**src/rtl/fgb_pkg.sv**
```systemverilog
package fgb_pkg;
  typedef enum logic [2:0] {
    RSN_IDLE    = 3'd0,
    RSN_BRANCH  = 3'd1,
    RSN_WIDTH   = 3'd2,
    RSN_BLKEND  = 3'd3,
    RSN_QUIESCE = 3'd4
  } fgb_reason_e;
endpackage

```
**src/rtl/fgb_slot.sv**
```systemverilog
// One slot of the group: selects the word at the current offset, expands it
// through the ROM port when it is a macro-op, and steps the PC chain.
module fgb_slot #(
  parameter int BLK_INSTS  = 8,
  parameter int INST_BYTES = 4,
  parameter int PCW        = 32,
  parameter int OPW        = 16,
  parameter int UPCW       = 4
) (
  input  logic [PCW-1:0]           cur_pc,
  input  logic [UPCW-1:0]          cur_upc,
  input  logic                     cur_mac,
  input  logic                     live_in,
  input  logic [BLK_INSTS*OPW-1:0] blk_ops,
  input  logic [BLK_INSTS-1:0]     blk_macro,
  input  logic [BLK_INSTS-1:0]     blk_qsc,
  output logic [OPW-1:0]           rom_op,
  output logic [UPCW-1:0]          rom_upc,
  input  logic [OPW-1:0]           rom_uop,
  input  logic                     rom_last,
  output logic [PCW-1:0]           pred_pc,
  input  logic                     pred_taken,
  input  logic [PCW-1:0]           pred_target,
  output logic [OPW-1:0]           op,
  output logic [PCW-1:0]           step_pc,
  output logic [UPCW-1:0]          step_upc,
  output logic [PCW-1:0]           nxt_pc,
  output logic [UPCW-1:0]          nxt_upc,
  output logic                     nxt_mac,
  output logic                     live_out,
  output logic                     hit_taken,
  output logic                     hit_qsc,
  output logic                     hit_blkend
);
  localparam int IB   = $clog2(INST_BYTES);
  localparam int OFFW = (BLK_INSTS > 1) ? $clog2(BLK_INSTS) : 1;

  logic [OFFW-1:0] off;
  logic [OPW-1:0]  raw;
  logic            is_mac, is_last, at_end, step_mac;

  assign off     = cur_pc[IB +: OFFW];
  assign raw     = blk_ops[off*OPW +: OPW];
  assign is_mac  = cur_mac | blk_macro[off];
  assign is_last = is_mac ? rom_last : 1'b1;
  assign at_end  = (off == OFFW'(BLK_INSTS-1));

  assign rom_op  = raw;
  assign rom_upc = cur_upc;
  assign pred_pc = cur_pc;
  assign op      = is_mac ? rom_uop : raw;

  always_comb begin
    if (pred_taken) begin
      step_pc  = pred_target;
      step_upc = '0;
      step_mac = 1'b0;
    end else if (!is_last) begin
      step_pc  = cur_pc;
      step_upc = cur_upc + UPCW'(1);
      step_mac = 1'b1;
    end else begin
      step_pc  = cur_pc + PCW'(INST_BYTES);
      step_upc = '0;
      step_mac = 1'b0;
    end
  end

  assign hit_taken  = live_in & pred_taken;
  assign hit_qsc    = live_in & ~is_mac & blk_qsc[off];
  assign hit_blkend = live_in & ~pred_taken & is_last & at_end;
  assign live_out   = live_in & ~hit_taken & ~hit_qsc & ~hit_blkend;

  assign nxt_pc  = live_in ? step_pc  : cur_pc;
  assign nxt_upc = live_in ? step_upc : cur_upc;
  assign nxt_mac = live_in ? step_mac : cur_mac;
endmodule

```
**src/rtl/fgb_state.sv**
```systemverilog
// Fetch state carried between groups; advances only on an accepted group.
module fgb_state #(
  parameter int PCW      = 32,
  parameter int UPCW     = 4,
  parameter int SEQW     = 16,
  parameter int CW       = 3,
  parameter logic [31:0] RESET_PC = 32'h0
) (
  input  logic            clk,
  input  logic            rst,
  input  logic            fire,
  input  logic [PCW-1:0]  nxt_pc,
  input  logic [UPCW-1:0] nxt_upc,
  input  logic            nxt_mac,
  input  logic [CW-1:0]   seq_add,
  input  logic            enter_qsc,
  output logic [PCW-1:0]  st_pc,
  output logic [UPCW-1:0] st_upc,
  output logic            st_mac,
  output logic [SEQW-1:0] st_seq,
  output logic            st_qsc
);
  always_ff @(posedge clk) begin
    if (rst) begin
      st_pc  <= PCW'(RESET_PC);
      st_upc <= '0;
      st_mac <= 1'b0;
      st_seq <= '0;
      st_qsc <= 1'b0;
    end else if (fire) begin
      st_pc  <= nxt_pc;
      st_upc <= nxt_upc;
      st_mac <= nxt_mac;
      st_seq <= st_seq + SEQW'(seq_add);
      st_qsc <= enter_qsc;
    end
  end
endmodule

```
**src/rtl/fgb_group_builder.sv**
```systemverilog
module fgb_group_builder
  import fgb_pkg::*;
#(
  parameter int W          = 4,
  parameter int BLK_INSTS  = 8,
  parameter int INST_BYTES = 4,
  parameter int PCW        = 32,
  parameter int OPW        = 16,
  parameter int UPCW       = 4,
  parameter int SEQW       = 16,
  parameter logic [31:0] RESET_PC = 32'h0,
  localparam int CW        = $clog2(W+1)
) (
  input  logic                     clk,
  input  logic                     rst,
  input  logic                     blk_valid,
  input  logic [BLK_INSTS*OPW-1:0] blk_ops,
  input  logic [BLK_INSTS-1:0]     blk_macro,
  input  logic [BLK_INSTS-1:0]     blk_qsc,
  output logic [PCW-1:0]           fetch_pc,
  output logic [W*OPW-1:0]         rom_op,
  output logic [W*UPCW-1:0]        rom_upc,
  input  logic [W*OPW-1:0]         rom_uop,
  input  logic [W-1:0]             rom_last,
  output logic [W*PCW-1:0]         pred_pc,
  input  logic [W-1:0]             pred_taken,
  input  logic [W*PCW-1:0]         pred_target,
  output logic                     grp_valid,
  input  logic                     grp_ready,
  output logic [W-1:0]             slot_valid,
  output logic [W*OPW-1:0]         slot_op,
  output logic [W*PCW-1:0]         slot_pc,
  output logic [W*UPCW-1:0]        slot_upc,
  output logic [W*PCW-1:0]         slot_npc,
  output logic [W*UPCW-1:0]        slot_nupc,
  output logic [W*SEQW-1:0]        slot_seq,
  output logic [CW-1:0]            grp_count,
  output logic [2:0]               grp_reason,
  output logic                     qsc_pending,
  output logic                     qsc_enter
);
  logic [PCW-1:0]  st_pc;
  logic [UPCW-1:0] st_upc;
  logic            st_mac;
  logic [SEQW-1:0] st_seq;
  logic            fire;

  logic [PCW-1:0]  c_pc   [W+1];
  logic [UPCW-1:0] c_upc  [W+1];
  logic            c_mac  [W+1];
  logic            c_live [W+1];
  logic [W-1:0]    tk_v, qs_v, be_v;

  assign grp_valid = blk_valid & ~qsc_pending;
  assign fire      = grp_valid & grp_ready;
  assign fetch_pc  = st_pc;

  assign c_pc[0]   = st_pc;
  assign c_upc[0]  = st_upc;
  assign c_mac[0]  = st_mac;
  assign c_live[0] = grp_valid;

  for (genvar g = 0; g < W; g++) begin : g_slot
    fgb_slot #(
      .BLK_INSTS(BLK_INSTS), .INST_BYTES(INST_BYTES),
      .PCW(PCW), .OPW(OPW), .UPCW(UPCW)
    ) u_slot (
      .cur_pc     (c_pc[g]),
      .cur_upc    (c_upc[g]),
      .cur_mac    (c_mac[g]),
      .live_in    (c_live[g]),
      .blk_ops    (blk_ops),
      .blk_macro  (blk_macro),
      .blk_qsc    (blk_qsc),
      .rom_op     (rom_op[g*OPW +: OPW]),
      .rom_upc    (rom_upc[g*UPCW +: UPCW]),
      .rom_uop    (rom_uop[g*OPW +: OPW]),
      .rom_last   (rom_last[g]),
      .pred_pc    (pred_pc[g*PCW +: PCW]),
      .pred_taken (pred_taken[g]),
      .pred_target(pred_target[g*PCW +: PCW]),
      .op         (slot_op[g*OPW +: OPW]),
      .step_pc    (slot_npc[g*PCW +: PCW]),
      .step_upc   (slot_nupc[g*UPCW +: UPCW]),
      .nxt_pc     (c_pc[g+1]),
      .nxt_upc    (c_upc[g+1]),
      .nxt_mac    (c_mac[g+1]),
      .live_out   (c_live[g+1]),
      .hit_taken  (tk_v[g]),
      .hit_qsc    (qs_v[g]),
      .hit_blkend (be_v[g])
    );
    assign slot_valid[g]             = c_live[g];
    assign slot_pc[g*PCW +: PCW]     = c_pc[g];
    assign slot_upc[g*UPCW +: UPCW]  = c_upc[g];
    assign slot_seq[g*SEQW +: SEQW]  = st_seq + SEQW'(g);
  end

  always_comb begin
    grp_count = '0;
    for (int i = 0; i < W; i++) grp_count = grp_count + CW'(slot_valid[i]);
  end

  always_comb begin
    if (!grp_valid)            grp_reason = RSN_IDLE;
    else if (|tk_v)            grp_reason = RSN_BRANCH;
    else if (grp_count == CW'(W)) grp_reason = RSN_WIDTH;
    else if (|be_v)            grp_reason = RSN_BLKEND;
    else if (|qs_v)            grp_reason = RSN_QUIESCE;
    else                       grp_reason = RSN_IDLE;
  end

  assign qsc_enter = fire & (|qs_v);

  fgb_state #(
    .PCW(PCW), .UPCW(UPCW), .SEQW(SEQW), .CW(CW), .RESET_PC(RESET_PC)
  ) u_state (
    .clk      (clk),
    .rst      (rst),
    .fire     (fire),
    .nxt_pc   (c_pc[W]),
    .nxt_upc  (c_upc[W]),
    .nxt_mac  (c_mac[W]),
    .seq_add  (grp_count),
    .enter_qsc(|qs_v),
    .st_pc    (st_pc),
    .st_upc   (st_upc),
    .st_mac   (st_mac),
    .st_seq   (st_seq),
    .st_qsc   (qsc_pending)
  );
endmodule

```
**config.mk**
```make
export PLATFORM = sky130hd
export DESIGN_NAME = fgb_group_builder
export DESIGN_NICKNAME = d
export VERILOG_FILES = /design/src/rtl/fgb_pkg.sv /design/src/rtl/fgb_slot.sv /design/src/rtl/fgb_state.sv /design/src/rtl/fgb_group_builder.sv
export SDC_FILE = /design/constraint.sdc
export NUM_CORES = 1
export LEC_CHECK = 0
export ABC_AREA = 1
export BUFFER_PORTS_ARGS = -buffer_cell sky130_fd_sc_hd__buf_2
export CAP_MARGIN = 0
export CORE_AREA = 4 4 390 392
export CTS_BUF_LIST = sky130_fd_sc_hd__clkbuf_16
export CTS_CLUSTER_DIAMETER = 150
export CTS_CLUSTER_SIZE = 28
export DETAILED_ROUTE_END_ITERATION = 12
export DIE_AREA = 0 0 394 396
export PLACE_DENSITY_LB_ADDON = 0.25
export SYNTH_ARGS = -nofsm -noshare
export SYNTH_HDL_FRONTEND = slang
export SYNTH_SLANG_ARGS = --single-unit
```
**constraint.sdc**
```tcl
create_clock -name clk -period 12.3 [get_ports clk]
set_clock_uncertainty 0.15 [all_clocks]
set_input_delay 2.46 -clock clk [delete_from_list [all_inputs] [get_ports clk]]
set_output_delay 2.46 -clock clk [all_outputs]
set_load 0.005 [all_outputs]
```
* Yosys cells after proc, flatten, opt, wreduce, memory -nomap -nowiden
Cells that the tools add are included.
** Word-level totals
- Register bits :: 54
- Latch bits :: 0
- Memory bits (writable) :: 0
- Memory bits (read-only) :: 0
- Input port bits :: 348
- Logic and storage cells :: 159
- Memories kept :: 0
** Cells by class
- $add $sub $neg :: 15
- $mul :: 0
- Div/mod/pow operators :: 0
- $lt $le $gt $ge :: 4
- Equality and inequality tests :: 5
- Shifts and indexed selects :: 4
- Muxes and demuxes :: 65
- Bitwise operators :: 58
- Reductions and logical operators :: 3
** Operator list (count)
- 128-bit by 8-bit variable part select with 16-bit output :: 4
- 32-bit 2-to-1 mux :: 12
- 32-bit by 3-bit adder with 32-bit output (second input constant) :: 4
- 16-bit 2-to-1 mux :: 4
- 4-bit 2-to-1 mux :: 12
- 1-bit AND :: 36
- 16-bit by 2-bit adder with 16-bit output (second input constant) :: 2
- 1-bit binary-select mux with 3-bit select :: 8
- 1-bit 2-to-1 mux :: 24
- 1-bit NOT :: 18
- 16-bit by 1-bit adder with 16-bit output (second input constant) :: 1
- 16-bit by 3-bit adder with 16-bit output :: 1
- 4-bit by 1-bit adder with 4-bit output (second input constant) :: 4
- 3-bit by 4-bit < comparator with 1-bit output (second input constant) :: 4
- 3-bit == test (second input constant) :: 5
- 3-bit 2-to-1 mux :: 5
- 4-bit OR reduction :: 3
- 1-bit OR :: 4
- 2-bit by 1-bit adder with 3-bit output :: 1
- 3-bit by 1-bit adder with 3-bit output :: 1
- 1-bit by 1-bit adder with 2-bit output :: 1

* Longest topological paths before layout
Gate-level depths: netlist of the first run.
- Depth after elaboration :: 33
- Depth in mapped cells :: 50
- Depth with buffers taken out :: 47

* By module
A second synthesis of the first run with hierarchy kept.
** Second synthesis, totals
- Cell total of the unflattened synthesis :: 4026
- Area, all modules :: 19546.2 um^2
** Modules (own cells, without submodules)
- fgb_slot (g_slot[1].u_slot ...) :: times used 2, cells an instance 872, area an instance 4020.1 um^2, seq. area each 0.0 um^2
- fgb_slot (g_slot[3].u_slot) :: times used 1, cells an instance 874, area an instance 3992.6 um^2, seq. area each 0.0 um^2
- fgb_slot (g_slot[0].u_slot) :: times used 1, cells an instance 877, area an instance 3947.5 um^2, seq. area each 0.0 um^2
- fgb_state :: times used 1, cells an instance 298, area an instance 2187.1 um^2, seq. area each 1081.0 um^2
- fgb_group_builder :: times used 1, cells an instance 233, area an instance 1378.8 um^2, seq. area each 0.0 um^2

* Least setup slack after synthesis of the first run
Ideal clock, no wire load.
- Kind :: input-to-output
- From :: input blk_macro[7]
- To :: output grp_reason[1]
- Data arrival time :: 7554 ps
- Slack :: 2136 ps
- Stages on the path :: 36
- Cell sequence :: nand2_1 nand3_1 nand3_1 nand3_2 buf_6 nand3_1 nand2_1 nand2_2 nand3_4 nand2_4 buf_4 clkbuf_1 clkbuf_1 ha_1 ha_1 inv_1 nand2_1 nand3_1 nand3_1 nand2_2 inv_1 clkbuf_1 clkbuf_1 ha_1 nand3_1 nand3_1 clkbuf_1 fa_1 inv_1 ha_1 ha_1 nor2_1 nand2_1 inv_1 o21ai_0 inv_1
** RTL lines
- from (decl) :: RTL line fgb_group_builder.sv:18 : input logic [BLK_INSTS-1:0] blk_macro,
- to (decl) :: RTL line fgb_group_builder.sv:38 : output logic [2:0] grp_reason,

* Final worst setup path of the first run
- From :: input blk_macro[7]
- To :: output slot_npc[116]
** On the way
- Longest elaborated chain between the ends :: 27
- Elaborated cells on any way between the ends :: 64
- Classes of those cells :: 3 x add/sub; 1 x eq/ne; 34 x mux; 26 x bitwise
** Ends and longest elaborated chain
- branches (longest 25 deep; another with 32-bit by 3-bit adder with 32-bit output)
- 32-bit 2-to-1 mux (*) :: RTL line fgb_slot.sv:58 : end else if (!is_last) begin
- 32-bit 2-to-1 mux (*) :: RTL line fgb_slot.sv:54 : if (pred_taken) begin
- to (decl) :: RTL line fgb_group_builder.sv:34 : output logic [W*PCW-1:0] slot_npc,
Mark *: on every way between the ends. The select of a mux whose other input is x is not followed.

==> results.md, run 1 <==
* Maximum operating frequency at 84.7 MHz
* CTS Root Cell: clkbuf_16
* Syn_area_per_cell at ~5.2 µm²
* Initial Utilization at a little over an eighth
* Clk buf depth at 2
* Area occupied by multi-input gates at ~0.014 mm²
* Worst hold slack at 0.369 ns
* Crit path time final at around 12 ns
* Worst Path Max Fanout at 33
* Slew Limit Fails at 0
* Clk Latency, worst-skew pair at around 0.33 ns
* Final net count at 4853
* Height of the chip at a little under 400 µm
* Required time worst endpoint at a little under 10 ns
* Most common cell on crit path: nand2_1
* CTS tree: built
* GR Overflow Total at 0
* Syn Inst Count at around 3900
* MaxCap Viol Count at 0
* Hold buffer count at CTS at 0
* Synth cell types at 57
* M1 wire length at between 80000 and 90000 µm
* All-layer global routing usage at between 20% and 30%
* Htree depth at 2
* Drt first pass iters at 6
* Initial antenna violation count at 57
* Async SR Flop Fraction at 0%
* Crit path depth at 44
* Crit path arrival time at 9.19 ns
* Delay-heaviest family, CP: simple AND/OR/NAND/NOR gates
* # IOs at around 1000
* Nature of the critical path endpoint: output port
* Critical-path top delay cell: ha_2
* Hpwl dp at 153000 µm
* DR DRC count at 0
* Fin util at between 15 and 20%
* Most used DFF post-synth: dfxtp_1
* Final wirelength at around 180000 µm
* Share of cells above drive strength 1 at between 30% and 40%
* Number of synthesized flops with an enable pin at 0
* Status: finished, final reports clean
* WL/cell at 28.2 µm
* Beginning of the critical path: blk_macro[7]
* Hold Path Origin: u_state.st_qsc
* Critical path class: primary input to output port
* RD Place Congestion at around 0.93
* Largest net degree at the start of global routing at 93
* Vias per inst at about 4.5
* Reg area at 0.00108 mm²
* Synth warn at 0
* Syn Nets at 4299
* Worst path bufs/invs at 7
* PortBufs at approximately 1000
* Number of DRC markers in iteration 0 at just under 3000
* HP Class: register to register
* Met3 routed WL at ~12000 µm
* FF+latch count, synth at 54
* Max layer used: met5
* Rows at about 140
* R2r startpoint: u_state.st_pc[2]
* Core area at ~0.15 mm²
* Most frequent cells in the layout: 1332 x nand2_1, 1016 x buf_2, 369 x nand3_1, 309 x inv_1, 264 x a21oi_1
* Register area share after synthesis at 5.29%
* Peak VDD IR at approximately 56 µV
* Vias post-DR at around 30000
* First-pass GRT wire length at 240000 µm
* Number of global-route vias before repair at 27000
* Filler cell count at about 18000
* Startpoint Class: primary input
* End of the critical path: slot_npc[116]
* Reg2reg setup slack at about 4.0 ns
* Die width at 394 µm
* Met2 Wirelength at approximately 80000 µm
* Routed Antenna Nets at 0
* Final hold vios at 0
* Most common cell after layout, fill and taps aside: nand2_1
* Worst-margin pin slew at roughly 1.3 ns
* CTS Sinks at 54
* Cell Area, Synth at a little over 0.02 mm²
* Clk pin slew, worst setup/hold paths at around 0.09 ns
* DIE AREA at between 0.15 and 0.2 mm²
* Syn-to-layout area delta at 23.6%
* Pwr Total at 2.57 mW
* Pwr per Cell Area at about 100 mW/mm²
* Crit share post-route at 96.0%
* RSZ-0062 raised after global routing: false
* Worst flop-to-flop path endpoint: u_state.st_seq[14]
* Crit-path max cell delay at 0.39 ns
* Num CTS Buffers at 5
* Rel. slew slack at between 10% and 20%
* Worst reg2reg path depth at 40
* Final setup viols at 0
* Static Leak at 13.3 nW
report_power, final:
part | switching (mW) | total [mW] | leakage (nW) | internal (mW)
registers | 0.0403 | 0.224 | 0.439 | 0.184
clock network | 0.0912 | 0.170 | 0.0764 | 0.0790
logic | 1.56 | 2.18 | 12.7 | 0.624
logic make-up (layout without fill, tap and decap cells):
kind of cell             Yosys count  after routing  share of synthesized area [%]
flip-flops                        54             54                           5.29
buffers and inverters            905           1460                           24.1
other                              0             21                              0
AO/OA/AOI/OAI                    717            717                           19.8
XOR/XNOR                          79             79                           3.39
AND/OR/NAND/NOR                 2150           2150                           45.9
adder cells (fa/ha/maj)           23             23                           1.48
Yosys cell counts, drive strengths merged (36+ instances only):
| cell type | count | area, µm² |
|---|---|---|
| nand2 | 1409 | 5500 |
| buf | 423 | 3090 |
| nand3 | 401 | 2190 |
| inv | 343 | 1290 |
| o21ai | 282 | 1450 |
| a21oi | 270 | 1370 |
| nor2 | 240 | 1090 |
| clkbuf | 123 | 468 |
| xor2 | 67 | 587 |
| a31oi | 66 | 413 |
| dfxtp | 54 | 1080 |
| a221oi | 48 | 420 |
| or2 | 36 | 225 |
worst min path at each step:
stage | endpoint | slack (ns) | cells past startpoint
floorplan | u_state.st_mac | 0.31 | 2
global placement | u_state.st_qsc | 0.35 | 2
detailed placement | u_state.st_qsc | 0.34 | 2
CTS | u_state.st_qsc | 0.36 | 2
global route | u_state.st_seq[14] | 0.40 | 1
finish | u_state.st_qsc | 0.37 | 2
per-stage QoR:
step | instance area [µm²] | setup TNS, ns | cells | setup slack [ns]
2_1_floorplan | 20400 | 0 | 3928 | 2.14
3_3_place_gp | 25000 | -0.000329 | 6418 | -0.000329
3_5_place_dp | 25000 | 0 | 6418 | 0.113
4_1_cts | 25200 | 0 | 6426 | 0.0879
5_1_grt | 25200 | 0 | 6439 | 0.00914
6_report | 25300 | 0 | 6448 | 0.498
worst reg2reg max path: cells and delay by family (launching register included):
kind / cells / cell delay [ns]
AO/OA/AOI/OAI: 3 / 0.32
AND/OR/NAND/NOR: 24 / 3.86
flip-flops: 1 / 0.69
buffers and inverters: 7 / 1.50
adder cells (fa/ha/maj): 6 / 1.78
what timing repair did:
item                                    4_1_cts  5_1_grt
resized for setup                             0        6
endpoints found under the setup margin        0        9
buffers inserted                              0        1
flip-flops by register name, indices dropped and copies added, names as in the netlist:
register,cells
u_state.st_qsc,1
u_state.st_mac,1
u_state.st_pc,32
u_state.st_upc,4
u_state.st_seq,16
layer usage:
layer / GRT usage [%] / vias to the layer above
met3: 3.37 / 216
li1: - / 13600
met4: 6.00 / 18
met2: 34.5 / 1458
met1: 30.8 / 14000
met5: 0 / -
layout make-up:
class	count	share of cell area (%)
Multi-Input combinational cell	2969	57.4
Inverter	357	5.34
Clock inverter	3	0.114
Clock buffer	5	0.495
Antenna cell	21	0.208
Timing Repair Buffer	1095	22.6
Sequential cell	54	4.29
Tap cell	1944	9.63
No activity file was read; power rests on OpenSTA's default activity.
==> run 2, diff against run 1 <==
- SETUP_SLACK_MARGIN: unset -> 0.1
- clock period: 12.3 -> 13.9 ns (I/O delays scaled with it)
==> run 2 against run 1 <==
  * Flip-flop and latch count is the same
  * Routed wire length barely moved
  * Combinational power down 12%
  * Sequential share of layout area hardly changed
  * Setup slack improved by 0.11 ns
  * First-iteration DRC count is 4.9% lower
  * Critical path type unchanged
  * Largest cell class unchanged
  * Largest power group unchanged
  * Highest routed layer unchanged
==> results.md, run 2 (synthesized netlist as in run 1, its figures left out) <==
* GR Overflow Total at 0
* CTS tree: built
* Rel. slew slack at between 10% and 20%
* All-layer global routing usage at a little over a fifth
* Height of the chip at 396 µm
* Max reg flops at 32
* R2r startpoint: u_state.st_pc[2]
* Vias per inst at 4.53
* Most frequent cells in the layout: 1332 x nand2_1, 1016 x buf_2, 369 x nand3_1, 309 x inv_1, 264 x a21oi_1
* Non-filler cells, final at between 6000 and 7000
* Startpoint Class: primary input
* Maximum operating frequency at roughly 75 MHz
* Htree depth at 2
* Critical-path top delay cell: o21ai_0
* Syn-to-layout area delta at 23.0%
* MaxCap Viol Count at 0
* Most common cell on crit path: nand3_1
* Initial antenna violation count at 58
* DIE AREA at 0.156 mm²
* First-pass GRT wire length at approximately 240000 µm
* Final net count at 4838
* Dpl ws at a little over 0.1 ns
* Static Leak at about 13 nW
* Setup WS post-layout at ~0.61 ns
* Pwr Total at 2.27 mW
* Core area at around 0.15 mm²
* Peak VDD IR at about 48 µV
* Routed Antenna Nets at 0
* Drt first pass iters at 8
* Worst Path Max Fanout at 37
* CTS Root Cell: clkbuf_16
* Required time worst endpoint at between 10 and 15 ns
* Clk Latency, worst-skew pair at between 0.3 and 0.4 ns
* Inst Count DP at 6402
* Worst-margin pin slew at around 1.3 ns
* CTS Sinks at 54
* Status: finished, final reports clean
* Most common cell after layout, fill and taps aside: nand2_1
* Crit path arrival time at ~10 ns
* Hold Path Cell Cnt at 2
* Share of cells above drive strength 1 at ~30%
* Initial Utilization at between 10% and 20%
* Crit path time final at 13.29 ns
* Beginning of the critical path: blk_macro[7]
* WL/cell at between 20 and 30 µm
* PortBufs at approximately 1000
* Rows at between 100 and 150
* Vias post-DR at 29200
* Number of DRC markers in iteration 0 at around 2800
* Nature of the critical path endpoint: output port
* Slew Limit Fails at 0
* Die width at 394 µm
* Clk buf depth at 2
* Register with the most flip-flops: u_state.st_pc
* Pwr per Cell Area at approximately 90 mW/mm²
* Hold buffer count at CTS at 0
* RSZ-0062 raised after global routing: false
* Hpwl dp at 151000 µm
* RD Place Congestion at about 0.94
* Clk pin slew, worst setup/hold paths at ~0.090 ns
* Crit-path max cell delay at between 0.6 and 0.7 ns
* Largest regs: u_state.st_pc (32), u_state.st_seq (16), u_state.st_upc (4)
* Num CTS Buffers at 5
* Final setup viols at 0
* Crit share post-route at between 90% and 100%
* DR DRC count at 0
* Hold Path Origin: u_state.st_qsc
* Largest net degree at the start of global routing at about 90
* Final hold vios at 0
* HP Class: register to register
* Setup TNS at 0 ns
* Number of global-route vias before repair at roughly 27000
* Worst reg2reg path depth at 39
* # IOs at between 1000 and 1500
* Critical path class: primary input to output port
* Final wirelength at ~180000 µm
run 2: cell types whose count changed in the layout (fill, tap and decap cells not counted), sizes merged:
cell	previous run	this run
nand3	401	402
diode	21	22
nand2	1409	1410
buf	1094	1078
clkbuf	6	5
run 2: cell type report:
type	instances	area (µm²)
sequential	54	1080
timing repair buffer	1078	5560
clock buffer	5	125
fill	18000	124000
multi-input combinational	2971	14500
clock inverter	3	26.3
antenna	22	55.1
tap	1944	2430
inverter	357	1350
run 2: metal layers:
| metal | up-vias | track usage [%] | part of all wire [%] |
|---|---|---|---|
| li1 | 13500 | - | - |
| met1 | 14100 | 31.0 | 47 |
| met2 | 1376 | 34.9 | 45 |
| met3 | 171 | 2.72 | 5.9 |
| met4 | 10 | 5.22 | 2.7 |
| met5 | - | 0 | 0.035 |
run 2: path summary, 6_finish.rpt:
kind | slack [ns] | endpoint
setup / recovery | 0.61 | grp_reason[1]
hold / removal | 0.38 | u_state.st_qsc
setup reg to reg | 4.82 | u_state.st_seq[14]
hold reg to reg | 0.38 | u_state.st_qsc
run 2: per-stage QoR:
step                utilization (%)  hold slack (ns)  area [µm²]
floorplan                         -            0.308       20400
global placement               16.7            0.354       24900
detailed placement             16.7            0.361       24900
CTS                            16.8            0.373       25000
global route                   16.9            0.405       25100
finish                         16.9            0.377       25100
run 2: worst max-delay path: cells and delay by family:
family | cells | cell delay, ns
buffers and inverters | 6 | 1.17
AOI/OAI and AO/OA | 1 | 0.63
and+or+nand+nor | 30 | 5.72
run 2: where the power goes:
| part | internal (mW) | total, mW | leakage [nW] | switching (mW) |
|---|---|---|---|---|
| Combinational | 0.543 | 1.92 | 12.7 | 1.38 |
| Sequential | 0.163 | 0.201 | 0.439 | 0.0378 |
| Clock | 0.0693 | 0.151 | 0.0749 | 0.0817 |
run 2: timing repair:
action	in CTS	in global routing
gates cloned	0	2
resized for setup	1	3
buffers inserted	0	0
pin swaps	0	1
setup endpoints to repair	2	3
